File: src/rtl/fsk_demod_pkg.sv
package fsk_demod_pkg;

  // Strobes from frame control to the datapath
  typedef struct packed {
    logic winFlush;
    logic idShift;
    logic idBit;
    logic idClear;
    logic idLatch;
  } frameCtl_t;

  // Status from the datapath to frame control
  typedef struct packed {
    logic symStrobe;
    logic outValid;
    logic outSym;
    logic markHit;
    logic accNz;
    logic accLowNz;
  } frameStat_t;

  typedef enum logic [1:0] {
    F_HUNT   = 2'd0,
    F_HALF_A = 2'd1,
    F_HALF_B = 2'd2
  } frameState_t;

endpackage

File: src/rtl/fsk_demod_datapath.sv
module fsk_demod_datapath
  import fsk_demod_pkg::*;
#(
  parameter int SAMPLE_W  = 8,
  parameter int THRESH    = 127,
  parameter int CNT_W     = 8,
  parameter int SPLIT_LEN = 8,
  parameter int RUN_W     = 8,
  parameter int DIV_HI    = 6,
  parameter int DIV_LO    = 5,
  parameter int MAX_SYMS  = 4,
  parameter int ID_W      = 44,
  parameter int MARK_LEN  = 6,
  parameter logic [MARK_LEN-1:0] MARKER = 6'b111000
) (
  input  logic                clk,
  input  logic                rstN,
  input  logic                sampleValid,
  input  logic [SAMPLE_W-1:0] sampleData,
  input  frameCtl_t           ctl,
  output frameStat_t          stat,
  output logic                idValid,
  output logic [ID_W-1:0]     idValue
);

  localparam int LEFT_W = $clog2(MAX_SYMS + 1);
  localparam int FILL_W = $clog2(MARK_LEN + 1);

  // ---------------- slicer and edge timer ----------------
  logic             curBit, prevBit, synced, riseEdge;
  logic             cycleStrobe, cycleFast;
  logic [CNT_W-1:0] gapCnt;

  assign curBit      = (sampleData >= SAMPLE_W'(THRESH));
  assign riseEdge    = sampleValid & curBit & ~prevBit;
  assign cycleStrobe = riseEdge & synced;
  // gapCnt holds span-1 at the closing edge
  assign cycleFast   = (gapCnt < CNT_W'(SPLIT_LEN));

  always_ff @(posedge clk) begin
    if (!rstN) begin
      prevBit <= 1'b1;
      synced  <= 1'b0;
      gapCnt  <= '0;
    end else if (sampleValid) begin
      prevBit <= curBit;
      if (riseEdge) begin
        gapCnt <= '0;
        synced <= 1'b1;
      end else if (gapCnt != '1) begin
        gapCnt <= gapCnt + CNT_W'(1);
      end
    end
  end

  // ---------------- run length of equal tones ----------------
  logic             runActive, runTone, runClose;
  logic [RUN_W-1:0] runLen;
  logic [RUN_W:0]   runPlus, runQuo;
  logic [LEFT_W-1:0] emitN;

  assign runClose = cycleStrobe & runActive & (cycleFast != runTone);
  assign runPlus  = {1'b0, runLen} + (RUN_W+1)'(1);
  assign runQuo   = runTone ? runPlus / (RUN_W+1)'(DIV_HI)
                            : runPlus / (RUN_W+1)'(DIV_LO);

  always_comb begin
    if (runQuo <= (RUN_W+1)'(1))             emitN = LEFT_W'(1);
    else if (runQuo <= (RUN_W+1)'(MAX_SYMS)) emitN = runQuo[LEFT_W-1:0];
    else                                     emitN = '0;
  end

  always_ff @(posedge clk) begin
    if (!rstN) begin
      runActive <= 1'b0;
      runTone   <= 1'b0;
      runLen    <= '0;
    end else if (cycleStrobe) begin
      if (!runActive || (cycleFast != runTone)) begin
        runActive <= 1'b1;
        runTone   <= cycleFast;
        runLen    <= RUN_W'(1);
      end else if (runLen != '1) begin
        runLen <= runLen + RUN_W'(1);
      end
    end
  end

  // ---------------- symbol emitter ----------------
  logic [LEFT_W-1:0] symLeft;
  logic              symVal, symStrobe;

  assign symStrobe = (symLeft != '0);

  always_ff @(posedge clk) begin
    if (!rstN) begin
      symLeft <= '0;
      symVal  <= 1'b0;
    end else if (runClose) begin
      symLeft <= emitN;
      symVal  <= runTone;
    end else if (symStrobe) begin
      symLeft <= symLeft - LEFT_W'(1);
    end
  end

  // ---------------- marker window ----------------
  logic [MARK_LEN-1:0] win, winNext;
  logic [FILL_W-1:0]   fill;
  logic                full;

  assign winNext = {win[MARK_LEN-2:0], symVal};
  assign full    = (fill == FILL_W'(MARK_LEN));

  always_ff @(posedge clk) begin
    if (!rstN) begin
      win  <= '0;
      fill <= '0;
    end else if (ctl.winFlush) begin
      fill <= '0;
    end else if (symStrobe) begin
      win  <= winNext;
      fill <= full ? fill : fill + FILL_W'(1);
    end
  end

  // ---------------- identifier accumulator ----------------
  logic [ID_W-1:0] idAcc, idNext;

  assign idNext = ctl.idShift ? {idAcc[ID_W-2:0], ctl.idBit} : idAcc;

  always_ff @(posedge clk) begin
    if (!rstN) begin
      idAcc   <= '0;
      idValue <= '0;
      idValid <= 1'b0;
    end else begin
      idAcc   <= ctl.idClear ? '0 : idNext;
      idValid <= ctl.idLatch;
      if (ctl.idLatch) idValue <= idNext;
    end
  end

  assign stat.symStrobe = symStrobe;
  assign stat.outValid  = full;
  assign stat.outSym    = win[MARK_LEN-1];
  assign stat.markHit   = symStrobe & (fill >= FILL_W'(MARK_LEN-1)) & (winNext == MARKER);
  assign stat.accNz     = |idAcc;
  assign stat.accLowNz  = |idAcc[ID_W-2:0];

endmodule

File: src/rtl/fsk_demod_frame_ctl.sv
module fsk_demod_frame_ctl
  import fsk_demod_pkg::*;
(
  input  logic       clk,
  input  logic       rstN,
  input  frameStat_t stat,
  output frameCtl_t  ctl
);

  frameState_t state, stateNext;
  logic        pendSym, pendNext;
  logic        take, nzAfter;

  assign take = stat.symStrobe & stat.outValid;

  always_comb begin
    ctl       = '0;
    stateNext = state;
    pendNext  = pendSym;
    nzAfter   = stat.accNz;
    case (state)
      F_HALF_A: begin
        if (take) begin
          pendNext  = stat.outSym;
          stateNext = F_HALF_B;
        end
      end
      F_HALF_B: begin
        if (take) begin
          if (pendSym != stat.outSym) begin
            ctl.idShift = 1'b1;
            ctl.idBit   = stat.outSym;
            nzAfter     = stat.outSym | stat.accLowNz;
            stateNext   = F_HALF_A;
          end else begin
            ctl.idClear = 1'b1;
            nzAfter     = 1'b0;
            stateNext   = F_HUNT;
          end
        end
      end
      default: ;
    endcase
    // a marker overrides pair decoding and opens a fresh frame
    if (stat.markHit) begin
      ctl.winFlush = 1'b1;
      ctl.idClear  = 1'b1;
      ctl.idLatch  = nzAfter;
      stateNext    = F_HALF_A;
    end
  end

  always_ff @(posedge clk) begin
    if (!rstN) begin
      state   <= F_HUNT;
      pendSym <= 1'b0;
    end else begin
      state   <= stateNext;
      pendSym <= pendNext;
    end
  end

endmodule

File: src/rtl/fsk_id_demod.sv
module fsk_id_demod
  import fsk_demod_pkg::*;
#(
  parameter int SAMPLE_W  = 8,
  parameter int THRESH    = 127,
  parameter int CNT_W     = 8,
  parameter int SPLIT_LEN = 8,
  parameter int RUN_W     = 8,
  parameter int DIV_HI    = 6,
  parameter int DIV_LO    = 5,
  parameter int MAX_SYMS  = 4,
  parameter int ID_W      = 44
) (
  input  logic                clk,
  input  logic                rstN,
  input  logic                sampleValid,
  input  logic [SAMPLE_W-1:0] sampleData,
  output logic                idValid,
  output logic [ID_W-1:0]     idValue
);

  frameStat_t stat;
  frameCtl_t  ctl;

  fsk_demod_datapath #(
    .SAMPLE_W (SAMPLE_W),
    .THRESH   (THRESH),
    .CNT_W    (CNT_W),
    .SPLIT_LEN(SPLIT_LEN),
    .RUN_W    (RUN_W),
    .DIV_HI   (DIV_HI),
    .DIV_LO   (DIV_LO),
    .MAX_SYMS (MAX_SYMS),
    .ID_W     (ID_W)
  ) u_dp (
    .clk        (clk),
    .rstN       (rstN),
    .sampleValid(sampleValid),
    .sampleData (sampleData),
    .ctl        (ctl),
    .stat       (stat),
    .idValid    (idValid),
    .idValue    (idValue)
  );

  fsk_demod_frame_ctl u_ctl (
    .clk (clk),
    .rstN(rstN),
    .stat(stat),
    .ctl (ctl)
  );

endmodule

File: config.mk
export PLATFORM = sky130hd
export DESIGN_NAME = fsk_id_demod
export DESIGN_NICKNAME = d
export VERILOG_FILES = /design/src/rtl/fsk_demod_pkg.sv /design/src/rtl/fsk_demod_datapath.sv /design/src/rtl/fsk_demod_frame_ctl.sv /design/src/rtl/fsk_id_demod.sv
export SDC_FILE = /design/constraint.sdc
export NUM_CORES = 1
export LEC_CHECK = 0
export BUFFER_PORTS_ARGS = -buffer_cell sky130_fd_sc_hd__buf_2
export CAP_MARGIN = 20
export CORE_MARGIN = 2
export CORE_UTILIZATION = 45
export CTS_BUF_LIST = sky130_fd_sc_hd__clkbuf_2 sky130_fd_sc_hd__clkbuf_4 sky130_fd_sc_hd__clkbuf_8
export DETAILED_ROUTE_END_ITERATION = 10
export PLACE_DENSITY = 0.69
export SYNTH_ARGS = -nofsm -noshare
export SYNTH_HDL_FRONTEND = slang
export SYNTH_SLANG_ARGS = --single-unit
File: constraint.sdc
create_clock -name clk -period 10.5 [get_ports clk]
set_clock_uncertainty 0.15 [all_clocks]
set_input_delay 0.525 -clock clk [delete_from_list [all_inputs] [get_ports clk]]
set_output_delay 0.525 -clock clk [all_outputs]
set_load 0.03 [all_outputs]
# After elaboration in Yosys (flattened, before gate mapping)
# Index checks and enable logic that the tools add are counted.
dict set report classes {
  add_sub_neg 5
  div 2
  magnitude_cmp 5
  n_eq_ne 12
  mux 24
  bitwise 13
  reduce_logical 22
}
# operator n
set op_table {}
lappend op_table {{44-bit 2-to-1 mux} 1}
lappend op_table {{44-bit OR reduction} 1}
lappend op_table {{43-bit OR reduction} 1}
lappend op_table {{8-bit 2-to-1 mux} 4}
lappend op_table {{9-bit by 3-bit divider with 9-bit output (second input constant)} 2}
lappend op_table {{3-bit 2-to-1 mux} 6}
lappend op_table {{8-bit by 1-bit adder with 8-bit output (second input constant)} 2}
lappend op_table {{8-bit inequality test (second input constant)} 2}
lappend op_table {{2-bit AND reduction} 7}
lappend op_table {{8-bit by 1-bit adder with 9-bit output (second input constant)} 1}
lappend op_table {{9-bit by 1-bit less-or-equal comparator with 1-bit output (second input constant)} 1}
lappend op_table {{9-bit by 3-bit less-or-equal comparator with 1-bit output (second input constant)} 1}
lappend op_table {{9-bit 2-to-1 mux} 1}
lappend op_table {{1-bit AND} 8}
lappend op_table {{8-bit by 7-bit greater-or-equal comparator with 1-bit output (second input constant)} 1}
lappend op_table {{8-bit by 4-bit less-than comparator with 1-bit output (second input constant)} 1}
lappend op_table {{2-bit 2-to-1 mux} 4}
lappend op_table {{2-bit nonzero test} 4}
lappend op_table {{1-bit 2-to-1 mux} 7}
lappend op_table {{6-bit equality test (second input constant)} 1}
lappend op_table {{3-bit by 2-bit inequality test with 1-bit output (second input constant)} 2}
lappend op_table {{3-bit AND reduction} 2}
lappend op_table {{3-bit nonzero test} 2}
lappend op_table {{2-bit OR reduction} 3}
lappend op_table {{13 further kinds} 18}
dict set report totals {
  reg_bits 125
  inputBits 11
  out_inout_bits 45
  word_cells 99
}

# Logic depth before layout (Yosys ltp)
# Gate-level depths: netlist of the first run.
dict set report logic_depth {
  word_depth 7
  depth_mapped 53
}

# Modules after synthesis
# A second synthesis of the first run with hierarchy kept.
dict set report unflattened {
  hier_cells 765
  hier_area_um2 6705.2
}
# mod n_inst cells_per_inst area_each_um2 seq_area_each_um2
set by_module_without_submodules {}
lappend by_module_without_submodules {fsk_demod_datapath 1 739 6505.0 2442.3}
lappend by_module_without_submodules {fsk_demod_frame_ctl 1 26 200.2 60.1}

# Least setup slack after synthesis of the first run
# No wires, ideal clock.
dict set report synth_path {
  path_kind {flip-flop to flip-flop}
  start {register u_dp.runLen[0]}
  end {register u_dp.symLeft[0]}
  setup_time_ns 0.138
  arrival_time_ns 10.388
  path_slack_ns -0.176
  stages_incl_launch_ff 53
  period_less_slack_ns 10.676
  cell_sequence {dfxtp_1 -> ha_1 -> and3_4 -> and3_1 -> buf_4 -> xor2_1 -> ha_1 -> nand2b_1 -> o21ai_0 -> mux2i_2 -> inv_1 -> ha_1 -> o21ai_0 -> a311o_2 -> nor2_4 -> a211oi_1 -> nor2_1 -> ha_1 -> (+17 left out) -> or2_1 -> buf_4 -> nor2_1 -> a21oi_1 -> ha_1 -> and3_1 -> a2111oi_2 -> a31o_2 -> nand4_1 -> nor2_1 -> a21oi_1 -> ha_1 -> a21oi_1 -> o21ai_0 -> mux2i_1 -> nand3_1 -> a211oi_2 -> a41oi_1}
}
dict set report synth_between {
  elab_chain_len 7
  word_cells_on_any_way 9
  classes_between {add/sub (1); div (2); order compare (2); mux (4)}
}
# item line_no
set synth_lines {}
lappend synth_lines {{start, declared} fsk_demod_datapath.sv:58} ;# logic [RUN_W-1:0] runLen;
lappend synth_lines {{start signal, assigned} fsk_demod_datapath.sv:84} ;# runLen <= runLen + RUN_W'(1);
lappend synth_lines {{8-bit by 1-bit adder with 9-bit output *} fsk_demod_datapath.sv:63} ;# assign runPlus = {1'b0, runLen} + (RUN_W+1)'(1);
lappend synth_lines {{9-bit by 3-bit divider with 9-bit output (on tied branches)} {fsk_demod_datapath.sv:65, fsk_demod_datapath.sv:64}}
lappend synth_lines {{9-bit 2-to-1 mux *} fsk_demod_datapath.sv:64} ;# assign runQuo = runTone ? runPlus / (RUN_W+1)'(DIV_HI)
lappend synth_lines {{9-bit by 3-bit less-or-equal comparator with 1-bit output} fsk_demod_datapath.sv:69} ;# else if (runQuo <= (RUN_W+1)'(MAX_SYMS)) emitN = runQuo[LEFT_W-1:0];
lappend synth_lines {{3-bit 2-to-1 mux} fsk_demod_datapath.sv:69}
lappend synth_lines {{3-bit 2-to-1 mux *} fsk_demod_datapath.sv:68} ;# if (runQuo <= (RUN_W+1)'(1)) emitN = LEFT_W'(1);
lappend synth_lines {{3-bit 2-to-1 mux *} fsk_demod_datapath.sv:99} ;# end else if (runClose) begin
lappend synth_lines {{end signal, assigned} fsk_demod_datapath.sv:100} ;# symLeft <= emitN;
lappend synth_lines {{end signal, assigned} fsk_demod_datapath.sv:103} ;# symLeft <= symLeft - LEFT_W'(1);
lappend synth_lines {{end, declared} fsk_demod_datapath.sv:90} ;# logic [LEFT_W-1:0] symLeft;
# Mark *: on every way between the ends. The rest lies on a longest branch, timed or not.
# A chain may end at the register's enable or synchronous reset.

# Worst setup path after layout of the first run
# Same ends and word-level chain as after synthesis.

==> qor.json, run 1 <==
{
  "outcome": "finished, final reports clean",
  "drtPass1Iterations": 5,
  "drive_above_1_share": 0.223,
  "yosysUniqueCellTypes": 84,
  "gr-usage-met3": 0.0388,
  "cp-start-kind": "register",
  "synth_top_family_by_area": "compound AO/OA/AOI/OAI gates",
  "totalWireLength_um": 14600,
  "numPortBuffers": 55,
  "layoutNonFillerInstCount": 1018,
  "hp-class": "input port to register",
  "power.ir.vdd_worst_mv": 0.127,
  "die_area_um2": 16100,
  "areaGrowthSynthToFinish_pct": 16.4,
  "setup_violations": 0,
  "groute.usage.overall": 0.182,
  "setup.worst_path.class": "register to register",
  "route.antenna.remaining_nets": 0,
  "pwr_density_cell_nw_per_um2": 128,
  "floorplan.core_area_um2": 14600,
  "net-switching-power_w": 0.000252,
  "post_synthesis_cell_count": 758,
  "core.rowCount": 44,
  "asyncSetResetFlopFracSynth": 0,
  "routed-via-count": 5638,
  "ys.flop_type": "sky130_fd_sc_hd__dfxtp_1",
  "drc": 0,
  "cts.sinks": 125,
  "report.final.hold_viol_count": 0,
  "highest_achievable_clock_rate_mhz": 100,
  "report.power.total_w": 0.00102,
  "critPathMaxStageDelay_ps": 430,
  "critPathCaptureType": "register",
  "worst_path_most_repeated_cell": "sky130_fd_sc_hd__ha_1",
  "number_of_antenna_violations_at_the_first_check_in_global_routing": 0,
  "synth_compound_area_frac": 0.220,
  "cts_made_buffers": 17,
  "combPwrFrac": 0.099,
  "sw_frac_of_total": 0.248,
  "finalWeightedCongestion": 0.896,
  "floorplan.die.height_um": 127,
  "io_pins": 56,
  "cts_buffer_depth": 2,
  "critical_path_top_delay_cell": "sky130_fd_sc_hd__a311o_2",
  "first_pass_grt_wire_length_um": 24700,
  "cts_tree": "yes",
  "grtUsageMet2": 0.300,
  "synth_fa_ha_area_frac": 0.0497,
  "finalCritPeriodShare": 0.952,
  "pin_count_of_the_biggest_net_entering_global_routing": 90,
  "worstPathRequired_ps": 10640,
  "cap_viol_max_count": 0,
  "initialDrtViolationCount": 462,
  "synthesis.area_per_instance_um2": 8.98,
  "max_slew.worst_pin.slew_ps": 890,
  "sequentialPowerShare": 0.487,
  "gr-total-overflow": 0,
  "p_clk_frac": 0.413,
  "first_global_vias": 5306,
  "yosys_register_bits": 125,
  "dp_hpwl_um": 10200,
  "cts-hold-fix-buffers": 0,
  "htreeDepth": 4,
  "top_usage_layer": "met2",
  "post-route-min-period_ps": 10000,
  "slew_headroom": 0.399,
  "mappedNetlistNets": 796,
  "worst-endpoint-arrival_ps": 10140,
  "synth_simple_gate_area_share": 0.210,
  "clock_tree.root_cell": "sky130_fd_sc_hd__clkbuf_8",
  "setup_tns_ps": 0,
  "muxShareOfSynthArea": 0.0901,
  "post_synth_instance_area_um2": 6800,
  "dp_cells": 973,
  "layout.nets": 861,
  "static-leakage-power_nw": 3.57,
  "clk_pin_slew_worst_paths_ps": 70,
  "yosysSeqAreaShare": 0.368,
  "critical_path_peak_fanout": 9,
  "viasPerCell": 5.54,
  "yosys.area_share.xor_xnor": 0.0245,
  "insertion_delay_ps": 420,
  "fin_worst_hold_slack_ps": 247,
  "yosys_warnings": 0,
  "synth_enable_flop_cells": 0,
  "antenna_cells": 0,
  "start_util": 0.465,
  "die_width_um": 127,
  "pins_over_their_slew_limit": 0,
  "detail_route.wl_per_cell_um": 14.3,
  "p_int_w": 0.000765,
  "use_met1": 0.243
}
[routing by layer]
metal / share of wire / wire [µm]
met4: 0.0083 / 121
met2: 0.47 / 6910
met3: 0.034 / 496
met5: 0 / 0
met1: 0.48 / 7070
[Yosys cell counts, drive strengths merged (2+ instances only)]
library cell	n	area (µm²)
inv	18	67.6
or2	4	25.0
nor3	16	91.3
a21o	7	61.3
xnor2	10	87.6
nor2	89	352
o211ai	2	15.0
a31oi	6	37.5
and3	9	62.6
o21ai	39	225
nand2	89	334
a21oi	25	125
o31a	2	18.8
o2111ai	2	17.5
buf	7	63.8
a221oi	3	26.3
mux2	4	52.6
o2bb2ai	2	36.3
a41o	2	20.0
a211oi	10	118
a32oi	2	17.5
a21boi	8	71.3
a31o	2	17.5
nand4	12	90.1
and2	5	31.3
a41oi	2	17.5
a22oi	3	22.5
o21a	7	53.8
o211a	45	450
mux2i	54	561
dfxtp	125	2500
nor3b	3	22.5
o31ai	3	27.5
nor2b	13	81.3
o221a	2	22.5
ha	27	338
nand3	18	108
nand2b	10	62.6
xor2	9	78.8
a2111oi	2	30.0
nor4	12	87.6
clkbuf	31	126
or3	4	25.0
[power by group through the flow]
stage	combinational [W]	clock, W	sequential [W]
3_5_place_dp	0.000100	0	0.000508
5_1_grt	0.000116	0.000450	0.000498
6_report	0.000101	0.000421	0.000496
2_1_floorplan	0.0000827	0	0.000505
3_3_place_gp	0.0000982	0	0.000508
4_1_cts	0.000101	0.000432	0.000497
[final cells by class]
cell class | instances | area [µm²]
Timing Repair Buffer | 84 | 493
Multi-Input combinational cell | 577 | 4200
Fill cell | 1342 | 6720
Clock inverter | 11 | 145
Tap cell | 184 | 230
Sequential cell | 125 | 2530
Clock buffer | 19 | 255
Inverter | 18 | 67.6
[worst paths after layout]
kind / startpoint / endpoint / slack (ps) / cells after the start
worst min register to register: u_ctl.pendSym / u_ctl.pendSym / 320 / 2
worst min-delay path: sampleValid / u_dp.prevBit / 250 / 3
worst max-delay path: u_dp.runLen[0] / u_dp.symLeft[0] / 500 / 48
worst max register to register: u_dp.runLen[0] / u_dp.symLeft[0] / 500 / 48
[flip-flops by register name, summed over array words and instances, names as in the netlist]
register	cells
u_ctl.pendSym	1
u_ctl.state	2
u_dp.fill	3
u_dp.gapCnt	8
u_dp.idAcc	44
u_dp.idValid	1
u_dp.idValue	44
u_dp.prevBit	1
u_dp.runActive	1
u_dp.runLen	8
u_dp.runTone	1
u_dp.symLeft	3
u_dp.symVal	1
u_dp.synced	1
u_dp.win	6
[timing repair]
action	CTS	global route
pin swaps	0	14
resized for setup	2	32
setup endpoints to repair	2	2
buffers inserted	1	14
[cells by family after synthesis]
| logic type | count (synthesis) |
|---|---|
| buf+inv | 56 |
| compound gates | 183 |
| flops | 125 |
| simple gates | 290 |
| mux | 58 |
| xor+xnor | 19 |
| fa+ha+maj | 27 |
[metrics by stage]
step           setup slack, ps  cell area, µm²   util
6_report                   502            7920  0.541
3_3_place_gp               161            7260  0.496
5_1_grt                   -104            7920  0.541
2_1_floorplan             30.7            6820      -
3_5_place_dp              -164            7260  0.496
4_1_cts                   29.5            7670  0.524
[critical path: cells and delay by family (launching register included)]
family	cells	cell delay, ps
AO/OA/AOI/OAI	19	3460
XOR/XNOR	1	170
AND/OR/NAND/NOR	14	2240
multiplexers	4	950
buffers and inverters	2	290
adder cells (fa/ha/maj)	8	2210
flip-flops	1	390
[cells in the final DEF (no fill, tap or decap), drive strengths merged, types with 4 or more instances in the layout]
master	instances
buf	84
o211a	45
or2	4
ha	27
clkinvlp	6
or3	4
a31oi	6
dfxtp	125
o21a	7
nor2	89
a21o	7
nor3	16
xnor2	10
and2	5
mux2	4
nand2	89
clkbuf	19
a21boi	8
nand4	12
nand2b	10
inv	18
nand3	18
nor2b	13
mux2i	54
a211oi	10
a21oi	25
o21ai	39
nor4	12
and3	9
xor2	9
Note: power is estimated with default switching activity, not from simulation.
==> run 2, diff against run 1 <==
- HOLD_SLACK_MARGIN: default -> 0.06
- SYNTH_HIERARCHICAL: default -> 1
==> run 2 against run 1 <==
Net effect:
- hold slack improved by 19 ps
- via count rose by 1.5%
- flip-flop and latch count is the same
- cell area shrank 2.6%
- total power up 4.0%
- maximum frequency increased by 1.4%
- clock-buffer cell count stayed put
- final cell count about the same
- combinational power is essentially flat
- non-clock buffer count decreased by 5
- setup slack better by 140 ps
- global-route usage up 0.76 points
- critical path type unchanged
- critical endpoint is now u_dp/symLeft[0]
- highest routed layer unchanged
==> qor.json, run 2 <==
{
  "outcome": "finished, final reports clean",
  "proportion_of_netlist_area_held_by_the_largest_area_contributor": {"value": 0.373, "change": "+0.00542"},
  "combPwrFrac": {"value": 0.094, "change": "-0.005"},
  "p_int": {"value": 0.000810, "unit": "W", "change": "+5.8%"},
  "totalWireLength": {"value": 14900, "unit": "µm", "change": "+2.4%"},
  "drc": {"value": 0, "change": "unchanged"},
  "io_pins": {"value": 56, "change": "unchanged"},
  "clk_pin_slew_worst_paths": {"value": 70, "unit": "ps", "change": "about the same"},
  "synth_enable_flop_cells": {"value": 0, "change": "unchanged"},
  "cp-start-kind": "register",
  "mappedNetlistNets": {"value": 800, "change": "+0.50%"},
  "sw_frac_of_total": {"value": 0.234, "change": "-0.0136"},
  "floorplan.core_area": {"value": 14500, "unit": "µm²", "change": "-0.75%"},
  "commonest_cells_after_routing_fill_and_taps_aside": "sky130_fd_sc_hd__dfxtp_1, sky130_fd_sc_hd__nor2_1, sky130_fd_sc_hd__mux2i_1",
  "cts_tree": "yes",
  "viasPerCell": {"value": 5.63, "change": "+1.6%"},
  "cts.sinks": {"value": 125, "change": "unchanged"},
  "yosys_register_bits": {"value": 125, "change": "unchanged"},
  "post_synth_instance_area": {"value": 6710, "unit": "µm²", "change": "-1.5%"},
  "first_global_vias": {"value": 5277, "change": "-0.55%"},
  "highest_achievable_clock_rate": {"value": 101, "unit": "MHz", "change": "+1.4%"},
  "postPlaceCellArea": {"value": 7160, "unit": "µm²", "change": "-1.3%"},
  "worstPathRequired": {"value": 10640, "unit": "ps", "change": "about the same"},
  "power.ir.vdd_worst": {"value": 0.107, "unit": "mV", "change": "-16%"},
  "post-route-util": {"value": 0.531, "change": "-0.0103"},
  "ys.flop_type": "sky130_fd_sc_hd__dfxtp_1",
  "die_area": {"value": 15900, "unit": "µm²", "change": "-1.4%"},
  "first_pass_grt_wire_length": {"value": 25200, "unit": "µm", "change": "+2.2%"},
  "pins_over_their_slew_limit": {"value": 0, "change": "unchanged"},
  "synthTopCellsByArea": "sky130_fd_sc_hd__dfxtp_1, sky130_fd_sc_hd__mux2i_1, sky130_fd_sc_hd__nor2_1, sky130_fd_sc_hd__ha_1, sky130_fd_sc_hd__a211oi_1",
  "post-route-min-period": {"value": 9860, "unit": "ps", "change": "-142 ps"},
  "max_slew.worst_pin.slew": {"value": 802, "unit": "ps", "change": "-87.9 ps"},
  "synthesis.area_per_instance": {"value": 8.76, "unit": "µm²", "change": "-2.4%"},
  "route.antenna.remaining_nets": {"value": 0, "change": "unchanged"},
  "setup_tns": {"value": 0, "unit": "ps", "change": "unchanged"},
  "setup.worst_path.class": "register to register",
  "routed-via-count": {"value": 5722, "change": "+1.5%"},
  "setup_violations": {"value": 0, "change": "unchanged"},
  "cts_buffer_depth": {"value": 2, "change": "unchanged"},
  "synth.top_cells.by_count": "sky130_fd_sc_hd__dfxtp_1, sky130_fd_sc_hd__nor2_1, sky130_fd_sc_hd__mux2i_1",
  "antenna_cells": {"value": 0, "change": "unchanged"},
  "floorplan.die.height": {"value": 126, "unit": "µm", "change": "-0.71%"},
  "cap_viol_max_count": {"value": 0, "change": "unchanged"},
  "drtPass1Iterations": {"value": 5, "change": "unchanged"},
  "core.rowCount": {"value": 44, "change": "unchanged"},
  "asyncSetResetFlopFracSynth": {"value": 0, "change": "unchanged"},
  "pwr_density_cell": {"value": 137, "unit": "nW/µm²", "change": "+6.8%"},
  "synth.most_common_cell": "sky130_fd_sc_hd__dfxtp_1",
  "layout.nets": {"value": 857, "change": "-0.46%"},
  "sequentialPowerShare": {"value": 0.465, "change": "-0.022"},
  "final_design_area_no_fill": {"value": 7710, "unit": "µm²", "change": "-2.6%"},
  "critical_path_peak_fanout": {"value": 8, "change": "-1"},
  "start_util": {"value": 0.461, "change": "-0.00328"},
  "areaGrowthSynthToFinish_pct": 15.0,
  "htreeDepth": {"value": 4, "change": "unchanged"},
  "finalWeightedCongestion": {"value": 0.926, "change": "+3.3%"},
  "final_common_cell": "sky130_fd_sc_hd__dfxtp_1",
  "initialDrtViolationCount": {"value": 279, "change": "-40%"},
  "insertion_delay": {"value": 420, "unit": "ps", "change": "about the same"},
  "detail_route.wl_per_cell": {"value": 14.7, "unit": "µm", "change": "+2.5%"},
  "yosysSeqAreaShare": {"value": 0.373, "change": "+0.00542"},
  "drive_above_1_share": {"value": 0.187, "change": "-0.0357"},
  "critPathCaptureType": "register",
  "synth_top_area_cell": "sky130_fd_sc_hd__dfxtp_1",
  "static-leakage-power": {"value": 3.13, "unit": "nW", "change": "-12%"},
  "groute.usage.overall": {"value": 0.189, "change": "+0.00755"},
  "numPortBuffers": {"value": 55, "change": "unchanged"},
  "finalCritPeriodShare": {"value": 0.939, "change": "-0.0135"},
  "clock_tree.root_cell": "sky130_fd_sc_hd__clkbuf_8",
  "pin_count_of_the_biggest_net_entering_global_routing": {"value": 87, "change": "-3.3%"},
  "critical_path_top_delay_cell": "sky130_fd_sc_hd__or4_4",
  "report.final.hold_viol_count": {"value": 0, "change": "unchanged"},
  "yosys_warnings": {"value": 6, "change": "+6"},
  "worst_path_most_repeated_cell": "sky130_fd_sc_hd__ha_1",
  "worst-endpoint-arrival": {"value": 9990, "unit": "ps", "change": "-150 ps"},
  "cts-hold-fix-buffers": {"value": 0, "change": "unchanged"},
  "cts_made_buffers": {"value": 17, "change": "unchanged"},
  "largest_registers": "u_dp/idAcc x44, u_dp/idValue x44",
  "slew_headroom": {"value": 0.465, "change": "+0.0664"},
  "die_width": {"value": 126, "unit": "µm", "change": "-0.71%"},
  "hp-class": "input port to register",
  "report.power.total": {"value": 0.00106, "unit": "W", "change": "+4.0%"},
  "net-switching-power": {"value": 0.000248, "unit": "W", "change": "-1.8%"},
  "gr-total-overflow": {"value": 0, "change": "unchanged"},
  "post_synthesis_cell_count": {"value": 765, "change": "+0.92%"},
  "yosysUniqueCellTypes": {"value": 83, "change": "-1.2%"},
  "dp_hpwl": {"value": 10500, "unit": "µm", "change": "+3.3%"},
  "critPathMaxStageDelay": {"value": 550, "unit": "ps", "change": "+120 ps"},
  "number_of_antenna_violations_at_the_first_check_in_global_routing": {"value": 0, "change": "unchanged"},
  "fin_worst_hold_slack": {"value": 267, "unit": "ps", "change": "+19.5 ps"},
  "p_clk_frac": {"value": 0.440, "change": "+0.027"}
}
## run 2: cell types whose count changed in the layout (fill, tap and decap cells not counted), sizes merged, moves of 9 or more
cell / delta
o211a: -24
a211oi: +23
nand2: -40
nor2: +31
o21ai: -9
inv: +9
## run 2: power groups by stage
stage               sequential, W  clock (W)  combinational (W)
floorplan                0.000501          0          0.0000836
global placement         0.000503          0          0.0000971
detailed placement       0.000503          0          0.0000978
CTS                      0.000492   0.000477          0.0000983
global route             0.000493   0.000497           0.000114
finish                   0.000492   0.000466          0.0000997
## run 2: area by class of cell
cell class | count | area (µm²)
clock buffer | 19 | 249
clock inverter | 11 | 193
fill | 1370 | 6820
inverter | 26 | 97.6
multi-input combinational | 573 | 3960
sequential | 125 | 2500
tap | 184 | 230
timing repair buffer | 79 | 475
## run 2: worst max-delay path: cells and delay by family, from the launching register on
family,cells,cell delay (ps)
simple gates,18,3530
compound gates,16,2580
fa+ha+maj,8,2090
mux,3,590
flops,1,410
xor+xnor,1,230
buf+inv,2,170
## run 2: final timing paths
path / slack, ps / cells after the start / to / start
worst max-delay path: 640 / 48 / u_dp/symLeft[0] / u_dp/runLen[0]
worst min-delay path: 270 / 3 / u_dp/prevBit / sampleValid
worst max register to register: 640 / 48 / u_dp/symLeft[0] / u_dp/runLen[0]
worst min register to register: 320 / 1 / u_dp/synced / u_dp/synced
## run 2: cell families (layout without fill, tap and decap cells)
kind of cell | count (synthesis) | count (layout) | share of synthesized area
adder cells (fa/ha/maj) | 24 | 24 | 0.0448
flip-flops | 125 | 125 | 0.373
buffers and inverters | 67 | 135 | 0.0424
multiplexers | 63 | 63 | 0.0965
AND/OR/NAND/NOR | 301 | 301 | 0.224
XOR/XNOR | 18 | 18 | 0.0235
AO/OA/AOI/OAI | 167 | 167 | 0.195
## run 2: through the flow
| stage | instances | setup WS, ps |
|---|---|---|
| 4_1_cts | 1009 | 305 |
| 3_3_place_gp | 979 | 645 |
| 2_1_floorplan | 765 | 446 |
| 5_1_grt | 1017 | -97.6 |
| 3_5_place_dp | 979 | 342 |
| 6_report | 1017 | 644 |
## run 2: repair_timing
action | 4_1_cts | 5_1_grt
setup buffers | 0 | 7
endpoints found under the setup margin | 0 | 2
resized for setup | 0 | 9
## run 2: routing by layer
metal / vias up / GRT usage / part of all wire
li1: 2899 / - / -
met4: 0 / 0.0621 / 0.013
met5: - / 0 / 0
met1: 2655 / 0.269 / 0.50
met3: 21 / 0.0331 / 0.041
met2: 147 / 0.293 / 0.45
==> run 3, diff against run 2 <==
- MAX_ROUTING_LAYER: default -> met4
- TNS_END_PERCENT: default -> 20
==> run 3 against run 2 <==
Net effect:
- combinational power down 2%
- sequential share of layout area decreased by 0.10 points
- utilization grew 0.20 points
- critical endpoint unchanged
- clock-buffer cell count did not move
==> qor.json, run 3 (synthesis results as in run 2) <==
{
  "outcome": "finished, final reports clean",
  "commonest_cells_after_routing_fill_and_taps_aside": "sky130_fd_sc_hd__dfxtp_1, sky130_fd_sc_hd__nor2_1, sky130_fd_sc_hd__mux2i_1",
  "final_common_cell": "sky130_fd_sc_hd__dfxtp_1",
  "route.antenna.remaining_nets": {"value": 0, "change": "unchanged"},
  "dp_hpwl": {"value": 10600, "unit": "µm", "change": "+1.2%"},
  "layout.nets": {"value": 860, "change": "+0.35%"},
  "die_area": {"value": 15900, "unit": "µm²", "change": "unchanged"},
  "floorplan.core_area": {"value": 14500, "unit": "µm²", "change": "unchanged"},
  "htreeDepth": {"value": 4, "change": "unchanged"},
  "die_width": {"value": 126, "unit": "µm", "change": "unchanged"},
  "cap_viol_max_count": {"value": 0, "change": "unchanged"},
  "start_util": {"value": 0.461, "change": "unchanged"},
  "critPathCaptureType": "register",
  "first_global_vias": {"value": 5370, "change": "+1.8%"},
  "setup.worst_path.class": "register to register",
  "numPortBuffers": {"value": 55, "change": "unchanged"},
  "cts_made_buffers": {"value": 17, "change": "unchanged"},
  "worst-endpoint-arrival": {"value": 9970, "unit": "ps", "change": "-20 ps"},
  "drive_above_1_share": {"value": 0.191, "change": "+0.00366"},
  "insertion_delay": {"value": 430, "unit": "ps", "change": "about the same"},
  "largest_registers": "u_dp/idAcc x44, u_dp/idValue x44",
  "initialDrtViolationCount": {"value": 340, "change": "+22%"},
  "critical_path_top_delay_cell": "sky130_fd_sc_hd__or4_4",
  "report.final.hold_viol_count": {"value": 0, "change": "unchanged"},
  "pwr_density_cell": {"value": 139, "unit": "nW/µm²", "change": "+1.2%"},
  "io_pins": {"value": 56, "change": "unchanged"},
  "clk_pin_slew_worst_paths": {"value": 80, "unit": "ps", "change": "about the same"},
  "areaGrowthSynthToFinish_pct": 15.4,
  "worstPathRequired": {"value": 10650, "unit": "ps", "change": "about the same"},
  "post-route-min-period": {"value": 9820, "unit": "ps", "change": "-37.1 ps"},
  "first_pass_grt_wire_length": {"value": 25700, "unit": "µm", "change": "+1.9%"},
  "cts.sinks": {"value": 125, "change": "unchanged"},
  "gr-total-overflow": {"value": 0, "change": "unchanged"},
  "cts_buffer_depth": {"value": 2, "change": "unchanged"},
  "filler_cell_count": {"value": 1354, "change": "-1.2%"},
  "pin_count_of_the_biggest_net_entering_global_routing": {"value": 65, "change": "-25%"},
  "floorplan.die.height": {"value": 126, "unit": "µm", "change": "unchanged"},
  "critical_path_peak_fanout": {"value": 6, "change": "-2"},
  "drtPass1Iterations": {"value": 4, "change": "-1"},
  "max_slew.worst_pin.slew": {"value": 728, "unit": "ps", "change": "-74.3 ps"},
  "viasPerCell": {"value": 5.67, "change": "+0.85%"},
  "drc": {"value": 0, "change": "unchanged"},
  "static-leakage-power": {"value": 3.14, "unit": "nW", "change": "+0.55%"},
  "worst_case_setup_margin_in_the_final_layout": {"value": 681, "unit": "ps", "change": "+37.1 ps"},
  "number_of_antenna_violations_at_the_first_check_in_global_routing": {"value": 0, "change": "unchanged"},
  "layoutNonFillerInstCount": {"value": 1022, "change": "+0.49%"},
  "groute.usage.overall": {"value": 0.199, "change": "+0.00978"},
  "cts_tree": "yes",
  "worst_path_most_repeated_cell": "sky130_fd_sc_hd__ha_1",
  "critPathMaxStageDelay": {"value": 570, "unit": "ps", "change": "+20 ps"},
  "finalWeightedCongestion": {"value": 0.887, "change": "-4.2%"},
  "finalCritPeriodShare": {"value": 0.935, "change": "-0.00353"},
  "cp-start-kind": "register",
  "slew_headroom": {"value": 0.515, "change": "+0.0495"},
  "clock_tree.root_cell": "sky130_fd_sc_hd__clkbuf_8",
  "pins_over_their_slew_limit": {"value": 0, "change": "unchanged"},
  "dp_cells": {"value": 981, "change": "+0.20%"},
  "multi_input_comb_area": {"value": 3960, "unit": "µm²", "change": "about the same"},
  "highest_achievable_clock_rate": {"value": 102, "unit": "MHz", "change": "+0.38%"},
  "detail_route.wl_per_cell": {"value": 14.9, "unit": "µm", "change": "+1.2%"},
  "setup_violations": {"value": 0, "change": "unchanged"},
  "antenna_cells": {"value": 0, "change": "unchanged"},
  "setup_tns": {"value": 0, "unit": "ps", "change": "unchanged"},
  "cts-hold-fix-buffers": {"value": 0, "change": "unchanged"},
  "regArea": {"value": 2510, "unit": "µm²", "change": "about the same"},
  "post-route-util": {"value": 0.533, "change": "+0.00198"},
  "power.ir.vdd_worst": {"value": 0.0959, "unit": "mV", "change": "-10%"},
  "totalWireLength": {"value": 15200, "unit": "µm", "change": "+1.7%"},
  "worst_slack_placed": {"value": 276, "unit": "ps", "change": "-66.8 ps"},
  "routed-via-count": {"value": 5799, "change": "+1.3%"},
  "hp-class": "input port to register",
  "core.rowCount": {"value": 44, "change": "unchanged"}
}
run 3: changes by cell type in the layout (fill, tap and decap cells not counted), moves of 2 or more:
cell / previous run / this run
sky130_fd_sc_hd__inv_6: 1 / 3
sky130_fd_sc_hd__buf_4: 23 / 26
sky130_fd_sc_hd__clkbuf_4: 2 / 0
sky130_fd_sc_hd__clkinv_2: 2 / 0
sky130_fd_sc_hd__inv_8: 0 / 2
sky130_fd_sc_hd__clkbuf_8: 17 / 19
run 3: stage by stage:
stage / power [W] / hold slack, ps / cell area [µm²]
floorplan: 0.000584 / 282 / 6710
global placement: 0.000598 / 289 / 7180
detailed placement: 0.000600 / 314 / 7180
CTS: 0.00108 / 214 / 7640
global route: 0.00112 / 232 / 7740
finish: 0.00107 / 243 / 7740
run 3: cell type report:
type,count,area share
multi-input combinational,573,0.511
sequential,125,0.324
timing repair buffer,82,0.0627
clock buffer,19,0.0338
tap,184,0.0297
clock inverter,13,0.0260
inverter,26,0.0126
run 3: where the power goes:
group / total (W) / internal (W) / switching, W
Sequential: 0.000492 / 0.000483 / 0.00000891
Combinational: 0.0000979 / 0.0000403 / 0.0000575
Clock: 0.000484 / 0.000278 / 0.000206
run 3: repair_timing:
action                                  4_1_cts  5_1_grt
resized for setup                             0        7
buffers inserted                              0        8
endpoints found under the setup margin        0        2
run 3: per-layer routing:
metal	GRT usage	vias to the layer above	part of all wire
met4	0.0440	0	0.011
li1	-	2900	-
met3	0.0459	18	0.048
met2	0.296	143	0.44
met1	0.278	2738	0.50
met5	-	-	0
run 3: path summary, 6_finish.rpt:
kind,depth (start not counted),startpoint,endpoint,slack (ps)
setup / recovery,47,u_dp/runLen[1],u_dp/symLeft[0],680
hold / removal,3,sampleValid,u_dp/prevBit,240
setup reg to reg,47,u_dp/runLen[1],u_dp/symLeft[0],680
hold reg to reg,1,u_dp/synced,u_dp/synced,330
run 3: worst max-delay path, delay by kind of cell (launching register included):
family          cells  cell delay (ps)
compound gates     16             2550
mux                 3              600
xor+xnor            1              220
buf+inv             2              180
simple gates       17             3470
fa+ha+maj           8             2100
flops               1              410
